**src/rtl/rx_desc_seq.sv**
```systemverilog
module rx_desc_seq #(
  parameter int RING  = 8,
  parameter int LEN_W = 12,
  parameter int CNT_W = 8
) (
  input  logic                       clk,
  input  logic                       rst_n,
  input  logic                       frm_start,
  input  logic                       frm_beat,
  input  logic                       frm_end,
  output logic                       beat_rdy,
  output logic                       desc_req,
  output logic                       desc_we,
  output logic [$clog2(RING)-1:0]    desc_idx,
  output logic [2*LEN_W+3:0]         desc_wdata,
  input  logic                       desc_gnt,
  input  logic [2*LEN_W+3:0]         desc_rdata,
  input  logic                       miss_clr,
  output logic                       missed_flag,
  output logic [CNT_W-1:0]           missed_cnt,
  output logic [$clog2(RING)-1:0]    cur_idx
);
  localparam int IW  = $clog2(RING);
  localparam int DW  = 2*LEN_W + 4;
  localparam int OWN = DW - 1;
  localparam int OVF = 2*LEN_W;
  localparam logic [CNT_W-1:0] MAXC = '1;

  typedef enum logic [3:0] {
    S_IDLE, S_PCUR, S_PNXT, S_XFER, S_HAND, S_LOOK,
    S_WERR, S_DROP, S_WEND, S_LOOKE, S_MISS
  } st_t;

  st_t st;
  logic [DW-1:0]    cur_w, nxt_w;
  logic             cur_own, nxt_own;
  logic [LEN_W-1:0] buf_cnt, frm_cnt;
  logic             end_pend;

  wire              fin      = frm_end | end_pend;
  wire [LEN_W-1:0]  cur_len  = cur_w[LEN_W-1:0];
  wire              is_wr    = (st == S_HAND) || (st == S_WERR) || (st == S_WEND);
  wire              miss_inc = (st == S_PCUR) && desc_gnt && !desc_rdata[OWN];
  wire [IW-1:0]     nxt_idx  = cur_idx + 1'b1;

  assign desc_req = (st == S_PCUR) || (st == S_PNXT) || (st == S_LOOK) ||
                    (st == S_LOOKE) || is_wr;
  assign desc_we  = is_wr;
  assign desc_idx = ((st == S_PCUR) || is_wr) ? cur_idx : nxt_idx;
  assign beat_rdy = (st == S_XFER) || (st == S_DROP);

  always_comb begin
    case (st)
      S_HAND:  desc_wdata = {1'b0, cur_w[DW-2:0]};
      S_WEND:  desc_wdata = {4'b0100, frm_cnt, cur_len};
      S_WERR:  desc_wdata = {4'b0011, frm_cnt, cur_len};
      default: desc_wdata = '0;
    endcase
  end

  always_ff @(posedge clk) begin
    if (!rst_n) begin
      st          <= S_IDLE;
      cur_idx     <= '0;
      cur_w       <= '0;
      nxt_w       <= '0;
      cur_own     <= 1'b0;
      nxt_own     <= 1'b0;
      buf_cnt     <= '0;
      frm_cnt     <= '0;
      end_pend    <= 1'b0;
      missed_flag <= 1'b0;
      missed_cnt  <= '0;
    end else begin
      if (miss_clr)
        missed_cnt <= miss_inc ? CNT_W'(1) : '0;
      else if (miss_inc && missed_cnt != MAXC)
        missed_cnt <= missed_cnt + 1'b1;
      if (miss_inc)
        missed_flag <= 1'b1;
      else if (miss_clr)
        missed_flag <= 1'b0;

      if (st != S_IDLE && frm_end)
        end_pend <= 1'b1;

      case (st)
        S_IDLE: if (frm_start) begin
          buf_cnt  <= '0;
          frm_cnt  <= '0;
          end_pend <= 1'b0;
          if (!cur_own)      st <= S_PCUR;
          else if (!nxt_own) st <= S_PNXT;
          else               st <= S_XFER;
        end
        S_PCUR: if (desc_gnt) begin
          cur_w <= desc_rdata;
          if (desc_rdata[OWN]) begin
            cur_own <= 1'b1;
            st      <= nxt_own ? S_XFER : S_PNXT;
          end else begin
            st <= S_MISS;
          end
        end
        S_PNXT: if (desc_gnt) begin
          nxt_w   <= desc_rdata;
          nxt_own <= desc_rdata[OWN];
          st      <= S_XFER;
        end
        S_XFER: begin
          if (frm_beat) begin
            if (buf_cnt < cur_len) begin
              buf_cnt <= buf_cnt + 1'b1;
              frm_cnt <= frm_cnt + 1'b1;
            end else if (nxt_own) begin
              buf_cnt <= LEN_W'(1);
              frm_cnt <= frm_cnt + 1'b1;
              st      <= S_HAND;
            end else begin
              st <= S_WERR;
            end
          end else if (fin) begin
            end_pend <= 1'b0;
            st       <= S_WEND;
          end
        end
        S_HAND: if (desc_gnt) begin
          cur_idx <= nxt_idx;
          cur_w   <= nxt_w;
          cur_own <= 1'b1;
          nxt_own <= 1'b0;
          st      <= S_LOOK;
        end
        S_LOOK: if (desc_gnt) begin
          nxt_w   <= desc_rdata;
          nxt_own <= desc_rdata[OWN];
          st      <= S_XFER;
        end
        S_WERR: if (desc_gnt) st <= S_DROP;
        S_DROP: if (fin) begin
          end_pend <= 1'b0;
          cur_idx  <= nxt_idx;
          cur_w    <= nxt_w;
          cur_own  <= nxt_own;
          nxt_own  <= 1'b0;
          st       <= S_LOOKE;
        end
        S_WEND: if (desc_gnt) begin
          cur_idx <= nxt_idx;
          cur_w   <= nxt_w;
          cur_own <= nxt_own;
          nxt_own <= 1'b0;
          st      <= S_LOOKE;
        end
        S_LOOKE: if (desc_gnt) begin
          nxt_w   <= desc_rdata;
          nxt_own <= desc_rdata[OWN];
          st      <= S_IDLE;
        end
        S_MISS: if (fin) begin
          end_pend <= 1'b0;
          st       <= S_IDLE;
        end
        default: st <= S_IDLE;
      endcase
    end
  end

  AST_WR_OWN_ZERO: assert property (@(posedge clk) disable iff (!rst_n)
    desc_req && desc_we |-> !desc_wdata[OWN]);
  AST_MISS_QUIET: assert property (@(posedge clk) disable iff (!rst_n)
    st == S_MISS |-> !desc_req);
  AST_CNT_SAT: assert property (@(posedge clk) disable iff (!rst_n)
    missed_cnt == MAXC && !miss_clr |=> missed_cnt == MAXC);
  AST_CNT_CLR: assert property (@(posedge clk) disable iff (!rst_n)
    miss_clr |=> missed_cnt <= CNT_W'(1));
  AST_RDY_NO_ACC: assert property (@(posedge clk) disable iff (!rst_n)
    beat_rdy |-> !desc_req);
  AST_STEP_ONE: assert property (@(posedge clk) disable iff (!rst_n)
    cur_idx != $past(cur_idx) |-> cur_idx == IW'($past(cur_idx) + 1'b1));
  AST_REQ_HOLD: assert property (@(posedge clk) disable iff (!rst_n)
    desc_req && !desc_gnt |=> desc_req && $stable(desc_idx) && $stable(desc_we)
                              && $stable(desc_wdata));
  AST_OVF_PAIR: assert property (@(posedge clk) disable iff (!rst_n)
    desc_req && desc_we && desc_wdata[OVF] |-> desc_wdata[OVF+1]);
endmodule

```
**config.mk**
```make
export PLATFORM = sky130hd
export DESIGN_NAME = rx_desc_seq
export DESIGN_NICKNAME = d
export VERILOG_FILES = /design/src/rtl/rx_desc_seq.sv
export SDC_FILE = /design/constraint.sdc
export NUM_CORES = 1
export LEC_CHECK = 0
export ABC_AREA = 1
export BUFFER_PORTS_ARGS = -buffer_cell sky130_fd_sc_hd__buf_2
export CORE_MARGIN = 2
export CORE_UTILIZATION = 40
export CTS_CLUSTER_SIZE = 8
export DETAILED_ROUTE_END_ITERATION = 8
export PLACE_DENSITY = 0.66
export SLEW_MARGIN = 20
export SYNTH_ARGS = -nofsm -noshare
export SYNTH_HDL_FRONTEND = slang
export SYNTH_SLANG_ARGS = --single-unit
```
**constraint.sdc**
```tcl
create_clock -name clk -period 2.8 [get_ports clk]
set_clock_uncertainty 0.15 [all_clocks]
set_input_delay 0.14 -clock clk [delete_from_list [all_inputs] [get_ports clk]]
set_output_delay 0.14 -clock clk [all_outputs]
set_load 0.05 [all_outputs]
```
==> metrics <==
run status finished, final reports clean; Synth warnings 0; WP depth 7; Critical-path top delay cell dfxtp_1; worst flop-to-flop path startpoint buf_cnt[3]; starting density of the core 40.9%; All-Layer GR Usage 20.2%; die span in y 120 µm; most frequent CP cell nand2_1; initial antenna violation count 0; Final setup viols 0; fraction of layout cells with a size suffix above 1 14.1%; crit end category output pin; sequential area share after synthesis 35.9%; Core Area 13200 µm²; worst skew pair latency 350 ps; Synth area leader dfxtp_1; FF+latch count, synth 97; die area 14500 µm²; top post-synthesis cells by area dfxtp_1 36%, nand2_1 16%, nor2_1 12%; worst reg-to-reg setup slack 480 ps; Max Cap Viol 0; CP peak stage delay 460 ps; Syn Inst Count 858; Cell variety after synth 36; fillers 1375; DR iter-0 viols 356; Port-buffer cells 79; setup TNS 0 ps; Wirelength per Cell 12.6 µm; placed wire-length estimate 10200 µm; Worst path top cell family by delay simple AND/OR/NAND/NOR gates; Reg2Reg Capture Point buf_cnt[1]; Routed Antenna Nets 0; total number of vias 5469; headroom to the max-slew limit 62.2%; CP startpoint kind flop; area delta synth->final 21.1%; final critical-path required period 2480 ps; Final nets 1004; CTS H-tree depth 3; most frequent cells in the layout 236 x nand2_1, 180 x nor2_1, 97 x dfxtp_1; Remaining DRCs 0; Clock Tree Root clkbuf_16; Tcrit/Tclk final 88.4%; drt pass-1 iters 5; Antenna diodes 0; largest net degree at the start of global routing 48; first-pass GRT wire length 23900 µm; Data required, critical path 2510 ps; hold path depth 3; FP Rows 42; CP Max Fanout 6; clock slew seen by the registers of the worst setup and hold paths 70 ps; clk buf depth 2; vias in the first global route 4934; # Post-CTS Setup Buffers 0; top cell type's share of synthesized area 35.9%; unrepaired setup endpoints after global routing false; Syn Area/Cell 6.31 µm²; CTS Buf Count 9; Hold Crit Class in -> reg; Reg area 1940 µm²; grt ovf 0; CTS tree built; worst slew pin tran 564 ps; DIE WIDTH 120 µm; Final Hold Vio Count 0; Clock Sinks 97; Setup CP Type reg -> out; Bufs and invs on worst path 2; Total Wirelength 14300 µm; Power Dens Cells 946 nW/µm²; fmax 404 MHz; multi-input logic area 3010 µm²; R2R depth 10; Slew Limit Fails 0; Lkg Pwr 2.99 nW; Post-Syn Area 5410 µm²; hold_sp desc_rdata[27]; most common cell after layout, fill and taps aside nand2_1; crit-path cells nor2_2 -> buf_4 -> nand2_1 -> nand2_1 -> nor2_1 -> xor2_1 -> buf_2; VDD IR-drop max 0.000627 V; arrival time at the worst endpoint 2190 ps; IO Pins 81; Synthesized Nets 908; Hold Path Sink nxt_own; Overall Power 6.20 mW; Final GP Congestion 0.944; DR vias/cell 4.82
-- stage by stage --
step | hold slack (ps) | std cells | instance area [µm²] | util [%] | worst slack [ps]
3_5_place_dp | 259 | 1091 | 5950 | 44.9 | 516
5_1_grt | 69.7 | 1135 | 6560 | 49.5 | 207
3_3_place_gp | 251 | 1091 | 5950 | 44.9 | 527
6_report | 37.0 | 1135 | 6560 | 49.5 | 325
2_1_floorplan | 138 | 858 | 5410 | - | 362
4_1_cts | 8.97 | 1135 | 6560 | 49.5 | 341
-- repair_timing --
item                      in CTS  in global routing
hold endpoints to repair      35                  0
hold buffers                  28                  0
resized for setup              0                  0
-- routing by layer --
layer | vias up | routed length [µm] | global-route usage, %
met5 | - | 0 | 0
met4 | 0 | 283 | 6.98
met3 | 20 | 608 | 3.44
met2 | 130 | 6420 | 31.7
met1 | 2416 | 6980 | 28.2
li1 | 2903 | - | -
-- registers in the layout (all words and copies together) (netlist names) --
signal       count
nxt_own          1
cur_idx          3
nxt_w           27
frm_cnt         12
cur_w           27
buf_cnt         12
end_pend         1
st               4
missed_flag      1
missed_cnt       8
cur_own          1
-- logic make-up after synthesis --
group | synth area share [%]
buffers and inverters | 8.53
AOI/OAI and AO/OA | 13.9
DFF | 35.9
xor gates and xnor gates | 1.78
adders and majority gates | 3.47
and+or+nand+nor | 36.4
other | 0.0693
-- worst reg2reg max path, delay by kind of cell, from the launching register on --
family / cells / cell delay (ps)
adder cells (fa/ha/maj): 1 / 300
AO/OA/AOI/OAI: 1 / 160
flip-flops: 1 / 470
AND/OR/NAND/NOR: 8 / 1170
-- cells in the mapped netlist --
master	n
o21bai_1	2
a211oi_1	3
o21ai_0	59
clkbuf_1	12
inv_2	10
buf_2	14
inv_1	65
clkinv_1	1
a22oi_1	1
nor2_2	6
xnor2_1	1
a31oi_1	1
nor3b_1	1
buf_4	5
nand3_1	34
clkbuf_2	1
nor2_4	2
a22o_1	3
nand2_1	236
conb_1	1
dfxtp_1	97
nor3_1	12
a21oi_1	46
buf_1	2
ha_1	15
xor2_1	10
o21ai_1	16
a21oi_2	1
nand2_2	5
a32o_1	1
nand3b_1	5
buf_6	1
nand4_1	5
nor2_1	180
nand3_2	1
a21oi_4	3
-- cell type report --
class                      instances  share of cell area, %
timing repair buffer             120                   11.8
clock inverter                     6                   1.49
tap                              176                   3.36
multi-input combinational        650                   45.9
inverter                          76                   4.35
clock buffer                      10                   3.49
sequential                        97                   29.6
-- power breakdown --
group,switching (mW),internal (mW)
Combinational,2.09,0.840
Sequential,0.209,1.69
Clock,0.575,0.798
-- how the worst max path moves through the flow --
stage | endpoint | slack (ps) | start
global placement | buf_cnt[4] | 530 | st[1]
CTS | desc_idx[0] | 340 | st[3]
floorplan | desc_wdata[10] | 360 | st[2]
finish | desc_idx[0] | 320 | st[3]
detailed placement | buf_cnt[2] | 520 | cur_w[11]
global route | buf_cnt[9] | 210 | cur_w[11]
Power figures use the tool's default switching activity.
